$ cat config.mk
export PLATFORM = sky130hd
export DESIGN_NAME = wdt_seq
export DESIGN_NICKNAME = d
export VERILOG_FILES = /design/src/rtl/wdt_seq_pkg.sv /design/src/rtl/wdt_seq_post.sv /design/src/rtl/wdt_seq_prescale.sv /design/src/rtl/wdt_seq_counter.sv /design/src/rtl/wdt_seq.sv
export SDC_FILE = /design/constraint.sdc
export NUM_CORES = 1
export LEC_CHECK = 0
export CAP_MARGIN = 25
export CORE_UTILIZATION = 30
export CTS_CLUSTER_SIZE = 24
export DETAILED_ROUTE_END_ITERATION = 10
export DONT_BUFFER_PORTS = 1
export PLACE_DENSITY = 0.45
export RECOVER_POWER = 25
export SYNTH_ARGS = -nofsm -noshare
export SYNTH_HDL_FRONTEND = slang
export SYNTH_SLANG_ARGS = --single-unit
$ cat constraint.sdc
create_clock -name clk_i -period 7 [get_ports clk_i]
set_clock_uncertainty 0.1 [all_clocks]
set_input_delay 1.05 -clock clk_i [delete_from_list [all_inputs] [get_ports clk_i]]
set_output_delay 1.05 -clock clk_i [all_outputs]
set_load 0.02 [all_outputs]
$ cat src/rtl/wdt_seq_pkg.sv
package wdt_seq_pkg;

    localparam int ADDR_W = 3;
    localparam int DATA_W = 32;
    localparam int NCH    = 4;
    localparam int POST_DELAY = 2;

    localparam logic [ADDR_W-1:0] A_REV   = 3'd0;
    localparam logic [ADDR_W-1:0] A_CTRL  = 3'd1;
    localparam logic [ADDR_W-1:0] A_STAT  = 3'd2;
    localparam logic [ADDR_W-1:0] A_LOAD  = 3'd3;
    localparam logic [ADDR_W-1:0] A_TRIG  = 3'd4;
    localparam logic [ADDR_W-1:0] A_ARM   = 3'd5;
    localparam logic [ADDR_W-1:0] A_COUNT = 3'd6;

    // posted channel indices
    localparam int CH_CTRL = 0;
    localparam int CH_LOAD = 1;
    localparam int CH_TRIG = 2;
    localparam int CH_ARM  = 3;

    localparam logic [DATA_W-1:0] ARM_KEY1    = 32'h0000_BBBB;
    localparam logic [DATA_W-1:0] ARM_KEY2    = 32'h0000_4444;
    localparam logic [DATA_W-1:0] DISARM_KEY1 = 32'h0000_AAAA;
    localparam logic [DATA_W-1:0] DISARM_KEY2 = 32'h0000_5555;

    localparam int CTL_EN_BIT  = 5;
    localparam int CTL_EXP_LSB = 2;
    localparam int EXP_W       = 3;

    function automatic logic [ADDR_W-1:0] ch_addr(input int idx);
        case (idx)
            CH_CTRL: ch_addr = A_CTRL;
            CH_LOAD: ch_addr = A_LOAD;
            CH_TRIG: ch_addr = A_TRIG;
            default: ch_addr = A_ARM;
        endcase
    endfunction

    typedef struct packed {
        logic              armed;
        logic [DATA_W-1:0] last_arm;
        logic [DATA_W-1:0] last_trig;
        logic [DATA_W-1:0] ctl;
    } ctl_state_t;

endpackage

$ cat src/rtl/wdt_seq_post.sv
module wdt_seq_post
    import wdt_seq_pkg::*;
#(
    parameter int DELAY = POST_DELAY
) (
    input  logic              clk_i,
    input  logic              rst_ni,
    input  logic              tick_i,
    input  logic              wr_i,
    input  logic [DATA_W-1:0] wdata_i,
    output logic              pend_o,
    output logic              apply_o,
    output logic [DATA_W-1:0] data_o
);
    localparam int CW = $clog2(DELAY + 1);

    typedef struct packed {
        logic              pend;
        logic [CW-1:0]     ticks;
        logic [DATA_W-1:0] data;
    } post_t;

    post_t s_d, s_q;
    logic  apply;

    always_comb begin
        s_d   = s_q;
        apply = 1'b0;
        if (wr_i) begin
            s_d.pend  = 1'b1;
            s_d.ticks = '0;
            s_d.data  = wdata_i;
        end else if (s_q.pend && tick_i) begin
            if (s_q.ticks == CW'(DELAY - 1)) begin
                s_d.pend = 1'b0;
                apply    = 1'b1;
            end else begin
                s_d.ticks = s_q.ticks + 1'b1;
            end
        end
    end

    always_ff @(posedge clk_i or negedge rst_ni) begin
        if (!rst_ni) s_q <= '0;
        else         s_q <= s_d;
    end

    assign pend_o  = s_q.pend;
    assign apply_o = apply;
    assign data_o  = s_q.data;

    p_pend_set_r8: assert property (@(posedge clk_i) disable iff (!rst_ni)
        wr_i |=> s_q.pend);
    p_pend_clear_on_tick_r8: assert property (@(posedge clk_i) disable iff (!rst_ni)
        $fell(s_q.pend) |-> $past(tick_i));

endmodule

$ cat src/rtl/wdt_seq_prescale.sv
module wdt_seq_prescale
    import wdt_seq_pkg::*;
#(
    parameter int EW = EXP_W
) (
    input  logic          clk_i,
    input  logic          rst_ni,
    input  logic          tick_i,
    input  logic          run_i,
    input  logic          clear_i,
    input  logic          en_i,
    input  logic [EW-1:0] exp_i,
    output logic          step_o
);
    localparam int PW = (1 << EW) - 1;

    logic [PW-1:0] cnt_d, cnt_q;
    logic [PW:0]   span;
    logic          step;

    always_comb begin
        span  = ((PW + 1)'(1) << exp_i) - 1'b1;
        step  = run_i && tick_i && (!en_i || ({1'b0, cnt_q} >= span));
        cnt_d = cnt_q;
        if (!run_i || clear_i || !en_i) begin
            cnt_d = '0;
        end else if (tick_i) begin
            cnt_d = step ? '0 : cnt_q + 1'b1;
        end
    end

    always_ff @(posedge clk_i or negedge rst_ni) begin
        if (!rst_ni) cnt_q <= '0;
        else         cnt_q <= cnt_d;
    end

    assign step_o = step;

    p_step_needs_tick_r5: assert property (@(posedge clk_i) disable iff (!rst_ni)
        step_o |-> (tick_i && run_i));

endmodule

$ cat src/rtl/wdt_seq_counter.sv
module wdt_seq_counter #(
    parameter int CNT_W = 32
) (
    input  logic             clk_i,
    input  logic             rst_ni,
    input  logic             step_i,
    input  logic             reload_i,
    input  logic [CNT_W-1:0] load_i,
    output logic [CNT_W-1:0] count_o,
    output logic             wrap_o
);
    logic [CNT_W-1:0] count_d, count_q;
    logic             wrap_d, wrap_q;

    always_comb begin
        count_d = count_q;
        wrap_d  = 1'b0;
        if (reload_i) begin
            count_d = load_i;
        end else if (step_i) begin
            if (&count_q) begin
                count_d = load_i;
                wrap_d  = 1'b1;
            end else begin
                count_d = count_q + 1'b1;
            end
        end
    end

    always_ff @(posedge clk_i or negedge rst_ni) begin
        if (!rst_ni) begin
            count_q <= '0;
            wrap_q  <= 1'b0;
        end else begin
            count_q <= count_d;
            wrap_q  <= wrap_d;
        end
    end

    assign count_o = count_q;
    assign wrap_o  = wrap_q;

    p_wrap_from_ones_r7: assert property (@(posedge clk_i) disable iff (!rst_ni)
        wrap_q |-> ($past(&count_q) && count_q == $past(load_i)));
    p_hold_without_step_r4: assert property (@(posedge clk_i) disable iff (!rst_ni)
        (!$past(step_i) && !$past(reload_i)) |-> $stable(count_q));

endmodule

$ cat src/rtl/wdt_seq.sv
module wdt_seq
    import wdt_seq_pkg::*;
#(
    parameter int          CNT_W = 32,
    parameter logic [7:0]  REV   = 8'h21
) (
    input  logic              clk_i,
    input  logic              rst_ni,
    input  logic              tick_i,
    input  logic [ADDR_W-1:0] addr_i,
    input  logic [DATA_W-1:0] wdata_i,
    input  logic              wr_i,
    output logic [DATA_W-1:0] rdata_o,
    output logic              wdt_rst_o
);
    logic [NCH-1:0]    ch_wr, ch_pend, ch_apply;
    logic [DATA_W-1:0] ch_data [NCH];

    for (genvar i = 0; i < NCH; i++) begin : g_post
        assign ch_wr[i] = wr_i && (addr_i == ch_addr(i));
        wdt_seq_post #(.DELAY(POST_DELAY)) u_post (
            .clk_i   (clk_i),
            .rst_ni  (rst_ni),
            .tick_i  (tick_i),
            .wr_i    (ch_wr[i]),
            .wdata_i (wdata_i),
            .pend_o  (ch_pend[i]),
            .apply_o (ch_apply[i]),
            .data_o  (ch_data[i])
        );
    end

    ctl_state_t       st_d, st_q;
    logic [CNT_W-1:0] load_d, load_q;
    logic             reload;
    logic             step;
    logic [CNT_W-1:0] count;

    always_comb begin
        st_d   = st_q;
        load_d = load_q;
        reload = 1'b0;
        if (ch_apply[CH_CTRL]) st_d.ctl = ch_data[CH_CTRL];
        if (ch_apply[CH_LOAD]) load_d = ch_data[CH_LOAD][CNT_W-1:0];
        if (ch_apply[CH_TRIG]) begin
            reload         = (ch_data[CH_TRIG] != st_q.last_trig);
            st_d.last_trig = ch_data[CH_TRIG];
        end
        if (ch_apply[CH_ARM]) begin
            if (st_q.last_arm == ARM_KEY1 && ch_data[CH_ARM] == ARM_KEY2)
                st_d.armed = 1'b1;
            if (st_q.last_arm == DISARM_KEY1 && ch_data[CH_ARM] == DISARM_KEY2)
                st_d.armed = 1'b0;
            st_d.last_arm = ch_data[CH_ARM];
        end
    end

    always_ff @(posedge clk_i or negedge rst_ni) begin
        if (!rst_ni) begin
            st_q   <= '0;
            load_q <= '0;
        end else begin
            st_q   <= st_d;
            load_q <= load_d;
        end
    end

    wdt_seq_prescale #(.EW(EXP_W)) u_pre (
        .clk_i   (clk_i),
        .rst_ni  (rst_ni),
        .tick_i  (tick_i),
        .run_i   (st_q.armed),
        .clear_i (ch_apply[CH_CTRL]),
        .en_i    (st_q.ctl[CTL_EN_BIT]),
        .exp_i   (st_q.ctl[CTL_EXP_LSB +: EXP_W]),
        .step_o  (step)
    );

    wdt_seq_counter #(.CNT_W(CNT_W)) u_cnt (
        .clk_i    (clk_i),
        .rst_ni   (rst_ni),
        .step_i   (step),
        .reload_i (reload),
        .load_i   (load_d),
        .count_o  (count),
        .wrap_o   (wdt_rst_o)
    );

    always_comb begin
        rdata_o = '0;
        case (addr_i)
            A_REV:   rdata_o = {24'h0, REV};
            A_CTRL:  rdata_o = st_q.ctl;
            A_STAT:  rdata_o = {27'h0, ch_pend[CH_ARM], ch_pend[CH_TRIG],
                                ch_pend[CH_LOAD], 1'b0, ch_pend[CH_CTRL]};
            A_LOAD:  rdata_o = DATA_W'(load_q);
            A_TRIG:  rdata_o = st_q.last_trig;
            A_ARM:   rdata_o = st_q.last_arm;
            A_COUNT: rdata_o = DATA_W'(count);
            default: rdata_o = '0;
        endcase
    end

    p_arm_sequence_r1: assert property (@(posedge clk_i) disable iff (!rst_ni)
        $rose(st_q.armed) |-> ($past(ch_apply[CH_ARM]) &&
                               $past(ch_data[CH_ARM]) == ARM_KEY2 &&
                               $past(st_q.last_arm) == ARM_KEY1));
    p_disarm_sequence_r2: assert property (@(posedge clk_i) disable iff (!rst_ni)
        $fell(st_q.armed) |-> ($past(ch_apply[CH_ARM]) &&
                               $past(ch_data[CH_ARM]) == DISARM_KEY2 &&
                               $past(st_q.last_arm) == DISARM_KEY1));
    p_arm_only_by_write_r3: assert property (@(posedge clk_i) disable iff (!rst_ni)
        !$stable(st_q.armed) |-> $past(ch_apply[CH_ARM]));
    p_reset_only_armed_r7: assert property (@(posedge clk_i) disable iff (!rst_ni)
        wdt_rst_o |-> $past(st_q.armed));

endmodule

==> impl_results.md, run 1 <==
* ANT nets after route at 0
* Cell count after synthesis at 1123
* Worst-path clk slew at 60 ps
* Syn avg cell area at 12.8 um^2
* Yosys reg bits at between 300 and 400
* TritonCTS buffer count at 38
* Core area at between 40000 and 50000 um^2
* Worst path slowest cell: nand2b_1
* CP Capture Type: primary output
* CP Max Fanout at 44
* Failing checks: DRC
* GRT overflow at 0
* Routed via count at just over 9000
* Initial Utilization at a little over 30%
* CP required at just under 6000 ps
* RePlAce Congestion at between 0.8 and 0.9
* Die height at approximately 220 um
* Async set or reset register ratio after synthesis at 100%
* DP Area at between 10000 and 15000 um^2
* DIE WIDTH at about 220 um
* Ant diodes at 0
* CTS Root Cell: clkbuf_16
* Setup Fix Bufs, Post-CTS at 0
* PwrDens at roughly 420 nW/um^2
* TritonCTS clock tree: done
* Largest net degree at the start of global routing at a little over 300
* DR iter-0 viols at between 800 and 900
* Cell leakage power at 6.99 nW
* RSZ-0062 raised after global routing: no
* R2r worst-path depth at 10
* H-tree Lvls at 2
* Port bufs at 0
* Data arrival, critical path at 2890 ps
* Final Slew Violations at 0
* Hold_buf cts at 0
* Dpl hpwl at between 20 and 30 mm
* Max_slew headroom at less than 1%
* Critical Path Start Type: input pin
* First-pass GRT wire length at about 65 mm
* Worst vdd ir at about 170 uV
* Initial antenna violation count at 1
* Final wirelength at 42.9 mm
* # clock sinks at about 310
* Final setup viols at 0
* Number of global-route vias before repair at roughly 9600
* Mapped Nets at ~1200
* Worst Tran Pin Value at approximately 1500 ps
* Mapped cell area at roughly 14000 um^2
* DRT Pass-1 Iters at 10
* Drc violations at 5
* CTS Buffer Depth at 3
* Clk_lat worst skew at 550 ps
* Full die area at just under 50000 um^2
* Final period util at around 58%
* Yosys synthesis warning count at 0
* Critical path class: in -> out
* Area Overhead vs Synth at 13.4%
* Final Hold Fails at 0
* Fraction of layout cells with a size suffix above 1 at a little under a third
* Via-per-instance ratio at about 5.3
* Fmax achieved at 0.248 GHz
* CP Cell Sequence: nand2b_1 > buf_4 > inv_1 > and3_1 > a31oi_1 > o21ai_0
* Status: finished with violations
* GRT Resource Usage Total at between 10% and 20%
* Post-route setup TNS at 0 ps
* NumNets Final at roughly 1200
* Post-cts resize count at 0
* Ys flop type: dfrtp_1
* CP peak stage delay at between 500 and 600 ps
* Hold Crit Class: in -> async
* Final Instance Area at ~16000 um^2
* Register area share after synthesis at a little over half
* Tmin final at around 4000 ps
* Max-cap violations at 0
* Unique masters post-synth at 68
* FP Rows at slightly below 80
* Post-synth EDFFs at 0
* Wire per inst at between 20 and 25 um
* I/O pin cnt at 72
cell families after synthesis:
kind of cell	after synthesis	share of synthesized area, %
AOI/OAI and AO/OA	174	9.50
xor gates and xnor gates	42	2.56
adders and majority gates	13	1.13
buffers and inverters	76	2.23
DFF	309	53.8
muxes	295	22.8
and+or+nand+nor	214	7.92
layout make-up:
class | instances | area, um^2
Sequential cell | 309 | 7730
Inverter | 13 | 48.8
Tap cell | 607 | 759
Multi-Input combinational cell | 738 | 6330
Clock inverter | 6 | 83.8
Timing Repair Buffer | 17 | 125
Fill cell | 4689 | 30600
Clock buffer | 60 | 1210
worst max-delay path: cells and delay by family:
family | cells | cell delay (ps)
AO/OA/AOI/OAI | 2 | 440
buffers and inverters | 2 | 570
AND/OR/NAND/NOR | 2 | 790
Yosys cell counts, types with 11 or more instances:
master | count | area [um^2]
buf_2 | 15 | 75.1
a2bb2oi_1 | 14 | 123
mux2i_1 | 39 | 390
a22o_1 | 27 | 236
nand2_1 | 46 | 173
nand3_1 | 20 | 100
nor3_1 | 14 | 70.1
a21oi_1 | 16 | 80.1
a31oi_1 | 18 | 113
clkbuf_1 | 38 | 143
ha_1 | 13 | 163
nor4_1 | 16 | 100
nand4_1 | 12 | 75.1
nor2_1 | 58 | 218
xor2_1 | 36 | 315
mux2_2 | 255 | 2870
inv_1 | 11 | 41.3
o21ai_0 | 16 | 80.1
a221o_1 | 26 | 260
dfrtp_1 | 309 | 7730
power breakdown:
group          switching [W]  internal, W
registers           0.000615      0.00245
logic               0.000840     0.000887
clock network       0.000773      0.00125
flip-flops by register name, summed over array words and instances (netlist names):
name and count:
u_cnt.wrap_o 1, u_pre.cnt_q 7, u_cnt.count_o 32, g_post.u_post.pend_o 4
g_post.u_post.data_o 128, st_q 97, load_q 32, g_post.u_post.s_q 8
through the flow:
| stage | hold WS (ps) | cells | power (W) | util [%] | setup WS, ps |
|---|---|---|---|---|---|
| global placement | 370 | 1683 | 0.00479 | 32.0 | 3010 |
| floorplan | 346 | 1123 | 0.00417 | - | 3140 |
| CTS | 63.9 | 1749 | 0.00690 | 34.8 | 2950 |
| detailed placement | 378 | 1683 | 0.00482 | 32.0 | 2960 |
| finish | 86.8 | 1750 | 0.00682 | 34.8 | 2960 |
| global route | 71.6 | 1750 | 0.00721 | 34.8 | 2900 |
cell usage in the layout, fill, tap and decap left out, types with 18 or more instances in the layout:
cell,netlist,layout
a22o_1,27,27
clkbuf_16,0,41
mux2i_1,39,39
nand2_1,46,46
xor2_1,36,36
mux2_2,255,255
nand3_1,20,19
a221o_1,26,26
nor2_1,58,56
a31oi_1,18,18
dfrtp_1,309,309
layer usage:
layer  up-vias  GRT usage (%)  part of all wire (%)
met5         -              0                     0
met4         0           6.18                   2.6
met3        62           4.31                   6.3
met2       256           26.8                    45
met1      4871           24.9                    47
li1       4168              -                     -
final timing paths:
check / startpoint / endpoint / slack, ps
max in group asynchronous: rst_ni / st_q[39] / 5500
worst min register to register: g_post[0].u_post.data_o[4] / st_q[4] / 390
worst min-delay path: rst_ni / u_pre.cnt_q[2] / 90
worst max register to register: st_q[3] / u_cnt.count_o[12] / 3270
min in group clk_i: g_post[0].u_post.data_o[4] / st_q[4] / 390
worst max-delay path: addr_i[2] / rdata_o[2] / 2960
No activity file was read; power rests on OpenSTA's default activity.
==> inputs of run 2 (changes only) <==
ABC_AREA = 1   (was unset)
clock period = 4.1 ns   (was 7 ns; I/O delays follow)
==> impl_results.md, run 2 <==
* First-pass GRT wire length at 80.3 mm (+23%)
* Synth Area in Adders at 1.05% (-0.083 points)
* CP Cell Sequence: inv_2 > nand3_1 > buf_4 > o21ai_0 > a221oi_1 > nand4_1
* CP required at 3380 ps (-2470 ps)
* Pwr Total at 0.0114 W (+67%)
* Mapped Nets at 2070 (+76%)
* Clk_lat worst skew at 550 ps (about the same)
* Synth area leader: dfrtp_1
* Failing checks: hold timing
* Final Hold Fails at 309 (+309)
* Final wirelength at 51.8 mm (+21%)
* Initial antenna violation count at 1 (unchanged)
* Final setup viols at 0 (unchanged)
* CTS Buffer Depth at 3 (unchanged)
* RSZ-0062 raised after global routing: no
* TritonCTS buffer count at 38 (unchanged)
* Final Instance Area at 17400 um^2 (+6.8%)
* Cell leakage power at 8.31 nW (+19%)
* Max-cap violations at 0 (unchanged)
* Core area at 50600 um^2 (+8.0%)
* Largest family of logic cells by synthesized area: simple AND/OR/NAND/NOR gates
* CP Capture Type: primary output
* Async set or reset register ratio after synthesis at 100% (unchanged)
* Top-area cell type share of the netlist area at 49.9% (-3.9 points)
* Top-count cell post-synth: nand2_1
* Area Overhead vs Synth at 12.3%
* Post-route setup TNS at 0 ps (unchanged)
* Worst setup margin at 1090 ps (-1870 ps)
* Port bufs at 0 (unchanged)
* Final Slew Violations at 0 (unchanged)
* NumNets Final at 2042 (+75%)
* Ys flop type: dfrtp_1
* Final period util at roughly three quarters
* Most common cell after layout, fill and taps aside: nand2_1
* Worst-path clk slew at 60 ps (about the same)
* Number of global-route vias before repair at 12600 (+31%)
* I/O pin cnt at 72 (unchanged)
* Pre-CTS WS at 866 ps (-2100 ps)
* Syn avg cell area at 7.68 um^2 (-40%)
* CTS Root Cell: clkbuf_16
* # clock sinks at 309 (unchanged)
* Top cells by area, synth: dfrtp_1 (50%), nand2_1 (18%), o21ai_0 (7.7%), inv_1 (5.1%), nand3_1 (4.4%)
* Worst vdd ir at 251 uV (+49%)
* DR iter-0 viols at 1197 (+38%)
* PwrDens at 654 nW/um^2 (+56%)
* Mapped cell area at 15500 um^2 (+7.9%)
* Fraction of layout cells with a size suffix above 1 at 5.80% (-25 points)
* FP Rows at 82 (+3.8%)
* Synth Area in XOR/XNOR at 2.15% (-0.41 points)
* Ant diodes at 0 (unchanged)
* Setup Fix Bufs, Post-CTS at 0 (unchanged)
* Full die area at 52500 um^2 (+7.8%)
* RePlAce Congestion at 0.875 (+7.8%)
* Post-synthesis mux area share at 0% (-23 points)
* Hold Crit Class: in -> async
* Dpl hpwl at 36.1 mm (+29%)
* Worst Hold Margin at -335 ps (-422 ps)
* Compound-gate portion of the synthesized area at 11.0% (+1.5 points)
* Critical Path Start Type: input pin
* Max_slew headroom at 40.7% (+40 points)
* Drc violations at 0 (-5)
* CP peak stage delay at 410 ps (-180 ps)
* Largest net degree at the start of global routing at 310 (unchanged)
* Data arrival, critical path at 2290 ps (-600 ps)
* Tmin final at 3010 ps
* Status: finished with violations
* GRT overflow at 0 (unchanged)
* Commonest cells after routing, fill and taps aside: nand2_1 (744), dfrtp_1 (309), o21ai_0 (239), inv_1 (208), nand3_1 (137)
* Die height at 229 um (+3.8%)
* Initial Utilization at 30.6% (about the same)
* Worst Tran Pin Value at 879 ps (-612 ps)
* Yosys reg bits at 309 (unchanged)
* ANT nets after route at 0 (unchanged)
* DP Area at 16200 um^2 (+7.7%)
* Wire per inst at 19.3 um (-21%)
* GRT Resource Usage Total at 20.0% (+2.2 points)
* Post-synth top cells: nand2_1 (745), dfrtp_1 (309), o21ai_0 (239), inv_1 (209), nand3_1 (137)
* DIE WIDTH at 229 um (+3.8%)
* Unique masters post-synth at 43 (-37%)
* Cell count after synthesis at 2018 (+80%)
* CP Max Fanout at 16 (-64%)
* Yosys synthesis warning count at 0 (unchanged)
* Max reg flops at 128 (unchanged)
* TritonCTS clock tree: done
* Register area share after synthesis at 49.9% (-3.9 points)
* Routed via count at 13200 (+41%)
* Via-per-instance ratio at 4.91 (-8.2%)
* Critical path class: in -> out
* Post-synth EDFFs at 0 (unchanged)
* DRT Pass-1 Iters at 5 (-5)
* H-tree Lvls at 2 (unchanged)
* Simple-gate area share of the yosys netlist at 27.8% (+20 points)
* Fmax achieved at ~0.33 GHz
* Post-cts resize count at 0 (unchanged)
* Worst path slowest cell: nand3_1
[run 2: cell types whose count changed after synthesis, moves of 19 or more]
cell and change:
o21ai_0 +223, a22o_1 -26, nand3_1 +117, mux2i_1 -39
nand2_1 +699, nor2_1 +26, buf_2 +19, inv_1 +198
mux2_2 -255, xnor2_1 +20, xor2_1 -24
[run 2: kinds of logic after synthesis]
family          count (synthesis)
simple gates                 1038
buf+inv                       313
flops                         309
compound gates                307
xor+xnor                       38
fa+ha+maj                      13
[run 2: per-layer routing]
layer / GRT usage, % / routed length (um)
met3: 3.00 / 3190
met4: 4.63 / 952
met2: 29.7 / 22200
met1: 30.3 / 25400
met5: 0 / 0
[run 2: worst max-delay path, delay by kind of cell]
family / cells / cell delay (ps)
buffers and inverters: 2 / 420
AND/OR/NAND/NOR: 2 / 760
AO/OA/AOI/OAI: 2 / 480
[run 2: layout make-up]
cell class,instances,area (um^2)
fillers,5314,33200
flip-flops and latches,309,7730
multi-input cells,1396,6520
clock buffers,54,1080
well taps,672,841
inverters,220,833
repair buffers,25,225
clock inverters,13,163
[run 2: path summary, 6_finish.rpt]
check,from,end,slack (ps),depth (start not counted)
min,rst_ni,st_q[9],-340,0
max,addr_i[0],rdata_o[0],1090,6
min in group clk_i,wr_i,g_post[1].u_post.s_q[33],70,1
max in group asynchronous,rst_ni,g_post[0].u_post.data_o[25],3620,0
max reg2reg,st_q[37],u_cnt.count_o[8],1180,15
min reg2reg,g_post[2].u_post.s_q[32],g_post[2].u_post.s_q[32],370,1
[run 2: stage by stage]
step | std cells | util, %
final | 2689 | 34.4
after global routing | 2689 | 34.4
after CTS | 2689 | 34.4
after detailed placement | 2622 | 31.9
after global placement | 2621 | 31.9
after floorplan | 2018 | -
[run 2: power by group]
part	switching (W)	internal, W
sequential	0.000899	0.00404
combinational	0.00199	0.00103
clock	0.00137	0.00203
==> inputs of run 3 (changes only) <==
ABC_AREA = 0   (was 1)
clock period = 2.9 ns   (was 4.1 ns; I/O delays follow)
==> impl_results.md, run 3 (synthesis results as in run 1) <==
* Status: finished with violations
* Failing checks: DRC, hold timing, slew limit
* Final Slew Violations at 99 (+99)
* Drc violations at 5 (+5)
* TritonCTS buffer count at 38 (unchanged)
* Fin util at 36.1% (+1.7 points)
* CP dominant cell by count: buf_4
* Worst setup margin at 171 ps (-921 ps)
* GRT Resource Usage Total at 17.9% (-2.1 points)
* FP Rows at 79 (-3.7%)
* Max_slew headroom at -10.1% (-51 points)
* R2r worst-path depth at 11 (-4)
* Dpl hpwl at 28.6 mm (-21%)
* Worst Hold Margin at -499 ps (-164 ps)
* CP required at 3220 ps (-160 ps)
* PwrDens at 997 nW/um^2 (+53%)
* Tmin final at between 2000 and 3000 ps
* Clock power frac at 30.6% (+0.7 points)
* Internal at 0.0115 W (+61%)
* Port bufs at 0 (unchanged)
* I/O pin cnt at 72 (unchanged)
* Via-per-instance ratio at 5.25 (+7.0%)
* Fmax achieved at between 0.3 and 0.4 GHz
* CP Cell Sequence: or3_1 > ha_1 > nand2b_1 > a31oi_1 > o21ai_1 > buf_4 > nand3_1 > buf_4 > nor3_1 > mux2i_1 > a2bb2oi_1
* TritonCTS clock tree: done
* NumNets Final at 1226 (-40%)
* Final setup viols at 0 (unchanged)
* Reg2reg start: st_q[2]
* H-tree Lvls at 2 (unchanged)
* Initial antenna violation count at 1 (unchanged)
* RePlAce Congestion at 0.846 (-3.3%)
* DIE WIDTH at 221 um (-3.7%)
* CP peak stage delay at 440 ps (+30 ps)
* Max reg flops at 128 (unchanged)
* Full die area at 48800 um^2 (-7.2%)
* Post-route setup TNS at 0 ps (unchanged)
* Area Overhead vs Synth at 17.7%
* Worst flop-to-flop path endpoint: u_cnt.count_o[24]
* Switching Fraction at 31.9% (-5.6 points)
* Final period util at 94.1%
* Critical Path Start Type: flop
* Critical path class: reg -> reg
* Cell leakage power at 7.28 nW (-12%)
* Commonest cells after routing, fill and taps aside: dfrtp_1 (309), mux2_2 (255), nor2_1 (56), nand2_1 (46), clkbuf_16 (41)
* Routed via count at 9499 (-28%)
* Final Hold Fails at 309 (unchanged)
* Number of global-route vias before repair at 9754 (-22%)
* Wire per inst at 23.9 um (+24%)
* Worst path slowest cell: dfrtp_1
* Max-cap violations at 0 (unchanged)
* GRT overflow at 0 (unchanged)
* Worst-path clk slew at 60 ps (about the same)
* CTS Buffer Depth at 3 (unchanged)
* Largest net degree at the start of global routing at 310 (unchanged)
* Fill cell count at 4656 (-12%)
* Pre-CTS WS at 149 ps (-717 ps)
* RSZ-0062 raised after global routing: no
* CP Capture Type: flop
* Setup Fix Bufs, Post-CTS at 0 (unchanged)
* Core area at 46900 um^2 (-7.4%)
* Initial Utilization at 30.7% (about the same)
* Data arrival, critical path at 3050 ps (+760 ps)
* Sequential Power Share at 43.3% (about the same)
* CTS Root Cell: clkbuf_16
* Most common cell after layout, fill and taps aside: dfrtp_1
* DR iter-0 viols at 629 (-47%)
* DRT Pass-1 Iters at 8 (+3)
* Comb power frac at 26.1% (-0.5 points)
* CP Max Fanout at 8 (-8)
* # clock sinks at 309 (unchanged)
* Sw power at 0.00538 W (+26%)
* Hold_buf cts at 33
* Worst Tran Pin Value at 1650 ps (+772 ps)
* Hold Crit Class: in -> async
* Final wirelength at 43.2 mm (-17%)
* Fraction of layout cells with a size suffix above 1 at 31.3% (+26 points)
* Worst vdd ir at 371 uV (+48%)
* Clk_lat worst skew at 550 ps (about the same)
* Die height at 221 um (-3.7%)
* First-pass GRT wire length at 65.7 mm (-18%)
* R2R setup slack at 170 ps (-1010 ps)
* ANT nets after route at 0 (unchanged)
## run 3: cell count changes in the layout (fill, tap and decap cells not counted), sizes merged, moves of 35 or more
cell	delta
mux2i	+39
inv	-205
o21ai	-221
nor2	-35
nand2	-706
nand3	-117
mux2	+256
## run 3: worst max-delay path, delay by kind of cell, from the launching register on
| family | cells | cell delay (ps) |
|---|---|---|
| fa+ha+maj | 1 | 270 |
| buf+inv | 2 | 400 |
| simple gates | 4 | 840 |
| mux | 1 | 240 |
| compound gates | 3 | 300 |
| flops | 1 | 440 |
## run 3: area by class of cell
type	count	area [um^2]	share of cell area, %
antenna	1	2.50	0.0148
clock buffer	56	1160	6.88
clock inverter	10	203	1.20
inverter	13	48.8	0.289
multi-input combinational	738	6340	37.5
sequential	309	7730	45.8
tap	607	759	4.49
timing repair buffer	74	651	3.85
## run 3: routing by layer
metal | wire length [um] | GRT usage, % | up-vias
met3 | 2010 | 3.39 | 68
met2 | 19400 | 27.7 | 188
met4 | 1240 | 6.36 | 0
li1 | - | - | 4310
met1 | 20500 | 24.9 | 4933
met5 | 0 | 0 | -
## run 3: per-stage QoR
| step | hold WS [ps] | std cells | area [um^2] | power, W |
|---|---|---|---|---|
| after global placement | 57.0 | 1708 | 15200 | 0.0116 |
| after CTS | -535 | 1807 | 16900 | 0.0171 |
| after global routing | -526 | 1808 | 16900 | 0.0178 |
| final | -499 | 1808 | 16900 | 0.0168 |
| after detailed placement | 58.7 | 1708 | 15200 | 0.0117 |
| after floorplan | 39.4 | 1123 | 14400 | 0.0101 |
## run 3: power by group through the flow
stage                     clock (W)  sequential [W]  combinational, W
after floorplan                   0         0.00684           0.00323
after global placement            0         0.00731           0.00432
after detailed placement          0         0.00735           0.00438
after CTS                   0.00532         0.00728           0.00446
after global routing        0.00548         0.00750           0.00480
final                       0.00516         0.00730           0.00439
## run 3: worst max path at each step
stage,endpoint,depth (start not counted),slack (ps),from
2_1_floorplan,u_cnt.count_o[8],11,170,st_q[3]
3_3_place_gp,u_cnt.count_o[22],12,170,st_q[3]
3_5_place_dp,u_cnt.count_o[4],12,150,st_q[3]
4_1_cts,u_cnt.count_o[6],12,120,st_q[3]
5_1_grt,u_cnt.count_o[24],11,9,st_q[2]
6_report,u_cnt.count_o[24],11,170,st_q[2]
## run 3: repair_timing
action                                  in CTS  in global routing
endpoints found under the setup margin       0                 30
resized for setup                            0                  4
hold endpoints to repair                   443                309
